==> src/rtl/qb4_pkg.sv <==
package qb4_pkg;
   localparam int BURST_LEN      = 4;
   localparam int BEAT_W         = $clog2(BURST_LEN);
   // Registers between the array fetch and the rdata port.
   localparam int RD_TAIL_STAGES = 3;

   typedef enum logic {
      SLOT_READ  = 1'b0,
      SLOT_WRITE = 1'b1
   } slot_e;
endpackage

==> src/rtl/qb4_burst_seq.sv <==
// Accepts one burst command and steps through its four beats.
// Beat n strobes on the edge two cycles after acceptance, plus n.
module qb4_burst_seq
   import qb4_pkg::*;
#(
   parameter int ADDR_W = 6
) (
   input  logic                     clk,
   input  logic                     rst_n,
   input  logic                     slot_open,
   input  logic                     req,
   input  logic [ADDR_W-1:0]        base,
   output logic                     acc,
   output logic                     beat_en,
   output logic [ADDR_W+BEAT_W-1:0] word_addr
);
   logic              pend_q;
   logic              act_q;
   logic [BEAT_W-1:0] beat_q;
   logic [ADDR_W-1:0] pend_base_q;
   logic [ADDR_W-1:0] base_q;
   logic              busy;

   // The next command of this kind waits until half the burst is out.
   assign busy = pend_q || (act_q && (beat_q < BEAT_W'(BURST_LEN / 2)));
   assign acc  = slot_open && req && !busy;

   always_ff @(posedge clk or negedge rst_n) begin
      if (!rst_n) begin
         pend_q      <= 1'b0;
         pend_base_q <= '0;
      end else begin
         pend_q <= acc;
         if (acc) begin
            pend_base_q <= base;
         end
      end
   end

   always_ff @(posedge clk or negedge rst_n) begin
      if (!rst_n) begin
         act_q  <= 1'b0;
         beat_q <= '0;
         base_q <= '0;
      end else if (pend_q) begin
         act_q  <= 1'b1;
         beat_q <= '0;
         base_q <= pend_base_q;
      end else if (act_q) begin
         beat_q <= beat_q + BEAT_W'(1);
         if (beat_q == BEAT_W'(BURST_LEN - 1)) begin
            act_q <= 1'b0;
         end
      end
   end

   assign beat_en   = act_q;
   assign word_addr = {base_q, beat_q};
endmodule

==> src/rtl/qb4_store.sv <==
// Word array with a one-word write buffer and byte-merging read bypass.
module qb4_store
   import qb4_pkg::*;
#(
   parameter int WA_W = 8,
   parameter int NB   = 2,
   parameter int BW   = 8
) (
   input  logic               clk,
   input  logic               rst_n,
   input  logic               cap_en,
   input  logic [WA_W-1:0]    cap_addr,
   input  logic [NB*BW-1:0]   cap_data,
   input  logic [NB-1:0]      cap_be,
   input  logic               fetch_en,
   input  logic [WA_W-1:0]    fetch_addr,
   output logic               out_v,
   output logic [NB*BW-1:0]   out_d,
   output logic               commit_we
);
   localparam int DW    = NB * BW;
   localparam int WORDS = 1 << WA_W;

   logic [DW-1:0]   mem_q [WORDS];
   logic            wb_v_q;
   logic [WA_W-1:0] wb_a_q;
   logic [DW-1:0]   wb_d_q;
   logic [NB-1:0]   wb_be_q;
   logic [DW-1:0]   arr_word;
   logic [DW-1:0]   merged;
   logic            hit;

   always_ff @(posedge clk or negedge rst_n) begin
      if (!rst_n) begin
         wb_v_q  <= 1'b0;
         wb_a_q  <= '0;
         wb_d_q  <= '0;
         wb_be_q <= '0;
      end else begin
         wb_v_q <= cap_en;
         if (cap_en) begin
            wb_a_q  <= cap_addr;
            wb_d_q  <= cap_data;
            wb_be_q <= cap_be;
         end
      end
   end

   // Commit the buffered beat one edge after capture.
   always_ff @(posedge clk) begin
      if (wb_v_q) begin
         for (int b = 0; b < NB; b++) begin
            if (wb_be_q[b]) begin
               mem_q[wb_a_q][b*BW +: BW] <= wb_d_q[b*BW +: BW];
            end
         end
      end
   end

   assign arr_word = mem_q[fetch_addr];
   assign hit      = wb_v_q && (wb_a_q == fetch_addr);

   for (genvar b = 0; b < NB; b++) begin : g_merge
      assign merged[b*BW +: BW] = (hit && wb_be_q[b]) ? wb_d_q[b*BW +: BW]
                                                       : arr_word[b*BW +: BW];
   end

   always_ff @(posedge clk or negedge rst_n) begin
      if (!rst_n) begin
         out_v <= 1'b0;
         out_d <= '0;
      end else begin
         out_v <= fetch_en;
         out_d <= fetch_en ? merged : '0;
      end
   end

   assign commit_we = wb_v_q;
endmodule

==> src/rtl/qb4_tail.sv <==
// Fixed-depth delay from the fetch register to the output port.
module qb4_tail #(
   parameter int DW     = 16,
   parameter int STAGES = 3
) (
   input  logic          clk,
   input  logic          rst_n,
   input  logic          in_v,
   input  logic [DW-1:0] in_d,
   output logic          out_v,
   output logic [DW-1:0] out_d
);
   logic [STAGES-1:0] v_q;
   logic [DW-1:0]     d_q [STAGES];

   if (STAGES < 1) begin : g_bad_depth
      $error("qb4_tail: STAGES must be at least 1");
   end

   always_ff @(posedge clk or negedge rst_n) begin
      if (!rst_n) begin
         v_q <= '0;
         for (int s = 0; s < STAGES; s++) begin
            d_q[s] <= '0;
         end
      end else begin
         v_q[0] <= in_v;
         d_q[0] <= in_d;
         for (int s = 1; s < STAGES; s++) begin
            v_q[s] <= v_q[s-1];
            d_q[s] <= d_q[s-1];
         end
      end
   end

   assign out_v = v_q[STAGES-1];
   assign out_d = d_q[STAGES-1];
endmodule

==> src/rtl/qb4_sram_core.sv <==
module qb4_sram_core
   import qb4_pkg::*;
#(
   parameter int ADDR_W = 6,
   parameter int NB     = 2,
   parameter int BW     = 8
) (
   input  logic               clk,
   input  logic               rst_n,
   input  logic               rd_req,
   input  logic               wr_req,
   input  logic [ADDR_W-1:0]  addr,
   input  logic [NB*BW-1:0]   wdata,
   input  logic [NB-1:0]      wbe,
   output logic [NB*BW-1:0]   rdata,
   output logic               rvalid
);
   localparam int DW   = NB * BW;
   localparam int WA_W = ADDR_W + BEAT_W;

   if (ADDR_W < 1 || ADDR_W > 12) begin : g_bad_addr
      $error("qb4_sram_core: ADDR_W out of range 1..12");
   end
   if (NB < 1 || BW < 1) begin : g_bad_width
      $error("qb4_sram_core: NB and BW must be positive");
   end

   slot_e           ph_q;
   logic            rd_acc, wr_acc;
   logic            rd_beat, wr_beat;
   logic [WA_W-1:0] rd_word, wr_word;
   logic            f_v;
   logic [DW-1:0]   f_d;
   logic            commit_we;

   always_ff @(posedge clk or negedge rst_n) begin
      if (!rst_n) begin
         ph_q <= SLOT_READ;
      end else begin
         ph_q <= (ph_q == SLOT_READ) ? SLOT_WRITE : SLOT_READ;
      end
   end

   qb4_burst_seq #(.ADDR_W(ADDR_W)) i_rd_seq (
      .clk       (clk),
      .rst_n     (rst_n),
      .slot_open (ph_q == SLOT_READ),
      .req       (rd_req),
      .base      (addr),
      .acc       (rd_acc),
      .beat_en   (rd_beat),
      .word_addr (rd_word)
   );

   qb4_burst_seq #(.ADDR_W(ADDR_W)) i_wr_seq (
      .clk       (clk),
      .rst_n     (rst_n),
      .slot_open (ph_q == SLOT_WRITE),
      .req       (wr_req),
      .base      (addr),
      .acc       (wr_acc),
      .beat_en   (wr_beat),
      .word_addr (wr_word)
   );

   qb4_store #(.WA_W(WA_W), .NB(NB), .BW(BW)) i_store (
      .clk        (clk),
      .rst_n      (rst_n),
      .cap_en     (wr_beat),
      .cap_addr   (wr_word),
      .cap_data   (wdata),
      .cap_be     (wbe),
      .fetch_en   (rd_beat),
      .fetch_addr (rd_word),
      .out_v      (f_v),
      .out_d      (f_d),
      .commit_we  (commit_we)
   );

   qb4_tail #(.DW(DW), .STAGES(RD_TAIL_STAGES)) i_tail (
      .clk   (clk),
      .rst_n (rst_n),
      .in_v  (f_v),
      .in_d  (f_d),
      .out_v (rvalid),
      .out_d (rdata)
   );
endmodule

==> config.mk <==
export PLATFORM = sky130hd
export DESIGN_NAME = qb4_sram_core
export DESIGN_NICKNAME = d
export VERILOG_FILES = /design/src/rtl/qb4_pkg.sv /design/src/rtl/qb4_burst_seq.sv /design/src/rtl/qb4_store.sv /design/src/rtl/qb4_tail.sv /design/src/rtl/qb4_sram_core.sv
export SDC_FILE = /design/constraint.sdc
export NUM_CORES = 2
export LEC_CHECK = 0
export BUFFER_PORTS_ARGS = -buffer_cell sky130_fd_sc_hd__buf_2
export CELL_PAD_IN_SITES_DETAIL_PLACEMENT = 1
export CELL_PAD_IN_SITES_GLOBAL_PLACEMENT = 2
export CORE_MARGIN = 4
export CORE_UTILIZATION = 35
export CTS_BUF_LIST = sky130_fd_sc_hd__clkbuf_16
export DETAILED_ROUTE_END_ITERATION = 16
export PLACE_DENSITY = 0.69
export SLEW_MARGIN = 10
export SYNTH_ARGS = -nofsm -noshare
export SYNTH_HDL_FRONTEND = slang
export SYNTH_SLANG_ARGS = --single-unit
export TNS_END_PERCENT = 10
==> constraint.sdc <==
create_clock -name clk -period 4.7 [get_ports clk]
set_clock_uncertainty 0.2 [all_clocks]
set_input_delay 0.235 -clock clk [delete_from_list [all_inputs] [get_ports clk]]
set_output_delay 0.235 -clock clk [all_outputs]
set_load 0.05 [all_outputs]
# Yosys cells after proc, flatten, opt, wreduce, memory -nomap -nowiden
# Memories as Yosys holds them, arrays and structs flattened.
# Cells that the tools add are included.
# W data, S select, Z words.
[classes] magnitude_cmp=2 add_sub_neg=2 n_reduce_logical=15 n_eq_ne=3 n_mux=20 n_bitwise=1
[ops] cell="$mux W16" n=1
[ops] cell="$mux W8" n=2
[ops] cell="$mux W1" n=13
[ops] cell="$logic_and A1 B1 Y1" n=9
[ops] cell="$eq A8 B8 Y1" n=1
[ops] cell="$mux W2" n=4
[ops] cell="$add A2 B1 Y2 const B" n=2
[ops] cell="$eq A2 B2 Y1 const B" n=2
[ops] cell="$lt A2 B2 Y1 const B" n=2
[ops] cell="$reduce_bool A2 Y1" n=2
[ops] cell="$logic_not A1 Y1" n=2
[ops] cell="$logic_or A1 B1 Y1" n=2
[ops] cell="$not A1 Y1" n=1
[word_totals] regBits=128 output_inout_bits=17 mem_count=1 word_cells=65 mem_bits_rw=4096
[mem_list] memory="i_store.mem_q" words=256 word_bits=16 rd=1 rd_clocked_by_memory_dff=0 write_ports=1 line_no="qb4_store.sv:24" source="logic [DW-1:0] mem_q [WORDS];"

# Logic depth before layout (Yosys ltp)
[logic_depth] word_depth=5 mapped_depth=14

# Modules after synthesis
# A second synthesis with hierarchy kept.
[unflattened] hier_cells=7846 hier_area_um2=163774.6
[modules_own_cells] mod="qb4_store" area_per_inst_um2=161085.7 seq_area_each_um2=124099.0 instances=1 cells_per_inst=7699
[modules_own_cells] mod="qb4_tail" area_per_inst_um2=1396.3 seq_area_each_um2=1276.2 instances=1 cells_per_inst=67
[modules_own_cells] mod="qb4_burst_seq" area_per_inst_um2=631.9 seq_area_each_um2=400.4 instances=2 cells_per_inst=39
[modules_own_cells] mod="qb4_sram_core" area_per_inst_um2=28.8 seq_area_each_um2=25.0 instances=1 cells_per_inst=2

# Worst setup path after synthesis
# Ideal clock, no wire load.
[synth_timing] path_kind="flip-flop to flip-flop" startpoint="reg i_store.wb_d_q[0]" endpoint="mem i_store.mem_q[0][0], data pin" setup_ns=0.806 stages_incl_launch_ff=1 arrival_ns=3.196 t_required_ns=3.694 n_path_buf=0 setup_slack_ns=0.498 path_cell_list="dfrtp_1"
[synth_lines] item="start: declaration" line_no="qb4_store.sv:27" source="logic [DW-1:0] wb_d_q;"
[synth_lines] item="start signal: assignment" line_no="qb4_store.sv:43" source="wb_d_q <= cap_data;"
[synth_lines] item="end: declaration" line_no="qb4_store.sv:24"
# Straight into the memory's write port.

# Worst setup path in the final report
[layout_timing] startpoint="reg i_rd_seq.base_q[2]" endpoint="reg i_store.out_d[12]"
[layout_via] elab_chain_len=5 elab_cells_between_ends=6 cone_classes="eq/ne (1); mux (2); reduce/logical (2); memory (1)"
[layout_rtl] item="start: declaration" line_no="qb4_burst_seq.sv:21" source="logic [ADDR_W-1:0] base_q;"
[layout_rtl] item="start signal: assignment" line_no="qb4_burst_seq.sv:48" source="base_q <= pend_base_q;"
[layout_rtl] item="branches (longest 3 deep; another with $mem_v2 Z256 W16)"
[layout_rtl] item="$mux W8 *" line_no="qb4_store.sv:64" source="assign merged[b*BW +: BW] = (hit && wb_be_q[b]) ? wb_d_q[b*BW +: BW]"
[layout_rtl] item="$mux W16 *" line_no="qb4_store.sv:74" source="out_d <= fetch_en ? merged : '0;"
[layout_rtl] item="end signal: assignment" line_no="qb4_store.sv:74"
[layout_rtl] item="end: declaration" line_no="qb4_store.sv:18" source="output logic [NB*BW-1:0] out_d,"
# Every way passes the cells marked *.
# A chain may end at the register's enable or synchronous reset.

==> run_results.csv <==
group,metric,value,unit
timing,max_freq,211,MHz
timing,min_period,4.74,ns
drt,drtIter0Drc,11600,
timing,hold_viol,0,
timing,slew_viol_final,0,
hold_path,worstHoldPathType,"reg2reg",
floorplanning,fp-row-count,250,
yosys,ys.flop_type,"edfxtp_1",
power,power_leakage,59.2,nW
cts,cts_tree,"done",
floorplanning,die_w,692,µm
place,place.gp.congestion,0.859,
drt,post_drt_wl_per_cell,34.4,µm
power,peakVddDrop,579,µV
final_layout,drive_gt1_frac,0.236,
floorplanning,ios,45,
final_layout,syn_to_final_growth,14.3,%
timing,finalCritPeriodShare,1.01,
yosys,yosysWarnings,0,
hold_path,worstHoldStart,"i_tail.d_q[19]",
outcome,status,"finished with violations",
worst_setup_path,cp-startpoint,"i_rd_seq.base_q[2]",
final_layout,fin_area,0.187,mm²
drt,wirelength,515000,µm
flow_run,drv_cap,0,
yosys,ys_seq_area_frac,0.771,
worst_setup_path,worstSetupPathType,"reg2reg",
final_layout,fin_cells,15000,
cts,path_clk_slew,0.07,ns
place,place_area,0.173,mm²
final_layout,final_nets,8454,
timing,setup_tns,-0.0443,ns
drt,drc,0,
yosys,synthCells,7918,
global_routing,overflow,0,
worst_setup_path,timing.rr.start,"i_rd_seq.base_q[2]",
yosys,yosys-top-cells-count,"edfxtp_1 (4,096), mux4_2 (847), nor2_1 (616)",
place,hpwl,327000,µm
floorplanning,die_h,692,µm
yosys,ys_seq_elements,4224,
cts,cts_num_sinks,4224,
yosys,synth.top_cell.area_share,0.752,
drt,via_count,86000,
drt,ant_nets,0,
timing,rsz0062_at_grt,"false",
timing,fin_ws,-0.0443,ns
global_routing,track_usage,0.211,
drt,firstDrtPassIters,6,
global_routing,antenna_found_initial,42,
cts,root_buffer,"clkbuf_16",
floorplanning,start_util,0.352,
timing,setup_viol_count_final,1,
floorplanning,die-area,0.478,mm²
cts,clock_latency,1.08,ns
outcome,violations,"setup timing",
cts,cts_buffer_depth,4,
place,dp_cells,14100,
global_routing,grt_pass1_wl,717000,µm
yosys,synth_nets,7948,
global_routing,grt_pass1_vias,87400,
floorplanning,core,0.465,mm²
timing,slew_headroom,0.161,
yosys,synth_most_common_cell,"edfxtp_1",
yosys,mappedNetlistArea,0.164,mm²
timing,tightest_slew,1.23,ns
worst_setup_path,cp_data_arrival_time,5.45,ns
yosys,synth_area_leader_cell,"edfxtp_1",
place,portBuffers,44,
global_routing,grt_max_degree,159,
yosys,yosysUniqueCellTypes,70,
final_layout,final_util,0.403,
drt,viasPerCell,5.74,
yosys,synth_edf_count,4096,
power,p_per_area,639,mW/mm²
worst_setup_path,cp_data_required_time,5.41,ns
cts,cts_buffers,411,
worst_setup_path,critPathMaxFanout,30,
worst_setup_path,end_kind,"flop",
yosys,synth.avg_cell_area,20.7,µm²
yosys,async_flop_share,0.0303,
cts,htreeDepth,5,
worst_setup_path,critPathLaunchType,"flop",
yosys,yosys-top-cells-area,"edfxtp_1 (75%), mux4_2 (12%), mux2i_1 (2.8%)",
## final cells by class
cell class                 instances  area, µm²
antenna                           21       52.6
tap                             6174       7720
multi-input combinational       3179      34300
clock buffer                     415      10400
clock inverter                   350       2720
fill                           44300     277000
sequential                      4224     126000
inverter                           7       38.8
timing repair buffer             601       5570
## placed cells by master (no fill, tap or decap), types with 23 or more instances in the layout
master,Yosys,final
a22oi_1,103,103
nor2_1,616,609
buf_4,62,412
mux2_2,56,56
a21oi_1,62,62
edfxtp_1,4096,4096
bufinv_16,0,33
nand2_1,198,197
clkbuf_16,0,415
clkinv_2,0,75
clkinv_1,1,114
a211oi_1,56,56
mux4_2,847,847
nand3_1,82,80
dlygate4sd3_1,0,65
o21ai_0,82,82
mux2i_1,451,451
buf_12,5,78
inv_1,6,90
o221ai_1,55,55
nor3_1,66,65
o22ai_1,171,171
nand4_1,43,43
nor4_1,24,23
buf_2,108,44
dfrtp_1,128,106
## cell families after synthesis
group | Yosys count | share of synthesized area
buffers and inverters | 515 | 0.0197
DFF | 4224 | 0.771
AOI/OAI and AO/OA | 688 | 0.0293
muxes | 1362 | 0.149
adders and majority gates | 2 | 0.000153
xor gates and xnor gates | 10 | 0.000535
and+or+nand+nor | 1117 | 0.0295
## routing by layer
metal,vias to the layer above,wire length (µm),global-route usage
met4,4,18900,0.0719
met5,-,23,0
met2,4365,242000,0.332
li1,33900,-,-
met3,786,46800,0.0399
met1,46900,207000,0.296
## where the power goes
part           internal (W)  switching (W)
clock                0.0179         0.0147
sequential           0.0478        0.00229
combinational        0.0123         0.0246
total                0.0780         0.0415
## path summary, 6_finish.rpt
| path | end | slack (ns) | cells past startpoint |
|---|---|---|---|
| max | i_store.out_d[12] | -0.04 | 10 |
| min | i_tail.out_d[3] | 0.15 | 0 |
| max reg2reg | i_store.out_d[12] | -0.04 | 10 |
| min reg2reg | i_tail.out_d[3] | 0.15 | 0 |
| max in group asynchronous | i_store.wb_d_q[2] | 3.40 | 4 |
| min in group asynchronous | i_rd_seq.base_q[1] | 0.24 | 4 |
## sequential cells by signal, indices dropped and copies added (netlist names), 2 cells and up
register,count
i_wr_seq.beat_q,2
i_store.out_d,16
i_store.wb_d_q,16
i_tail.d_q,32
i_rd_seq.base_q,6
i_wr_seq.base_q,6
i_tail.out_d,16
i_rd_seq.beat_q,2
i_tail.v_q,3
i_store.wb_a_q,8
i_rd_seq.pend_base_q,6
i_wr_seq.pend_base_q,6
i_store.mem_q,4096
i_store.wb_be_q,2
## timing repair
action / 4_1_cts / 5_1_grt
resized for setup: 1 / 0
setup endpoints to repair: 1 / 0
hold endpoints to repair: 160 / 0
hold buffers: 66 / 0
buffers inserted: 0 / 0
## per-stage QoR
step                      hold slack, ns  setup WS [ns]  total power [W]
after floorplan                   -0.261          0.498           0.0714
after global placement             0.136         -0.174           0.0867
after detailed placement           0.137        -0.0901           0.0875
after CTS                         0.0710         0.0820            0.120
after global routing               0.152         0.0393            0.123
final                              0.145        -0.0443            0.119
## worst max-delay path, cell delays in order, from the launching register on
cell,delay (ns)
dfrtp_4,0.71
buf_4,0.36
nand3b_1,0.19
buf_4,0.45
o22ai_1,0.24
a2111oi_1,0.90
a311oi_1,0.24
a21oi_1,0.57
nor4_1,0.25
buf_4,0.20
a221o_1,0.26
Note: power is estimated with default switching activity, not from simulation.
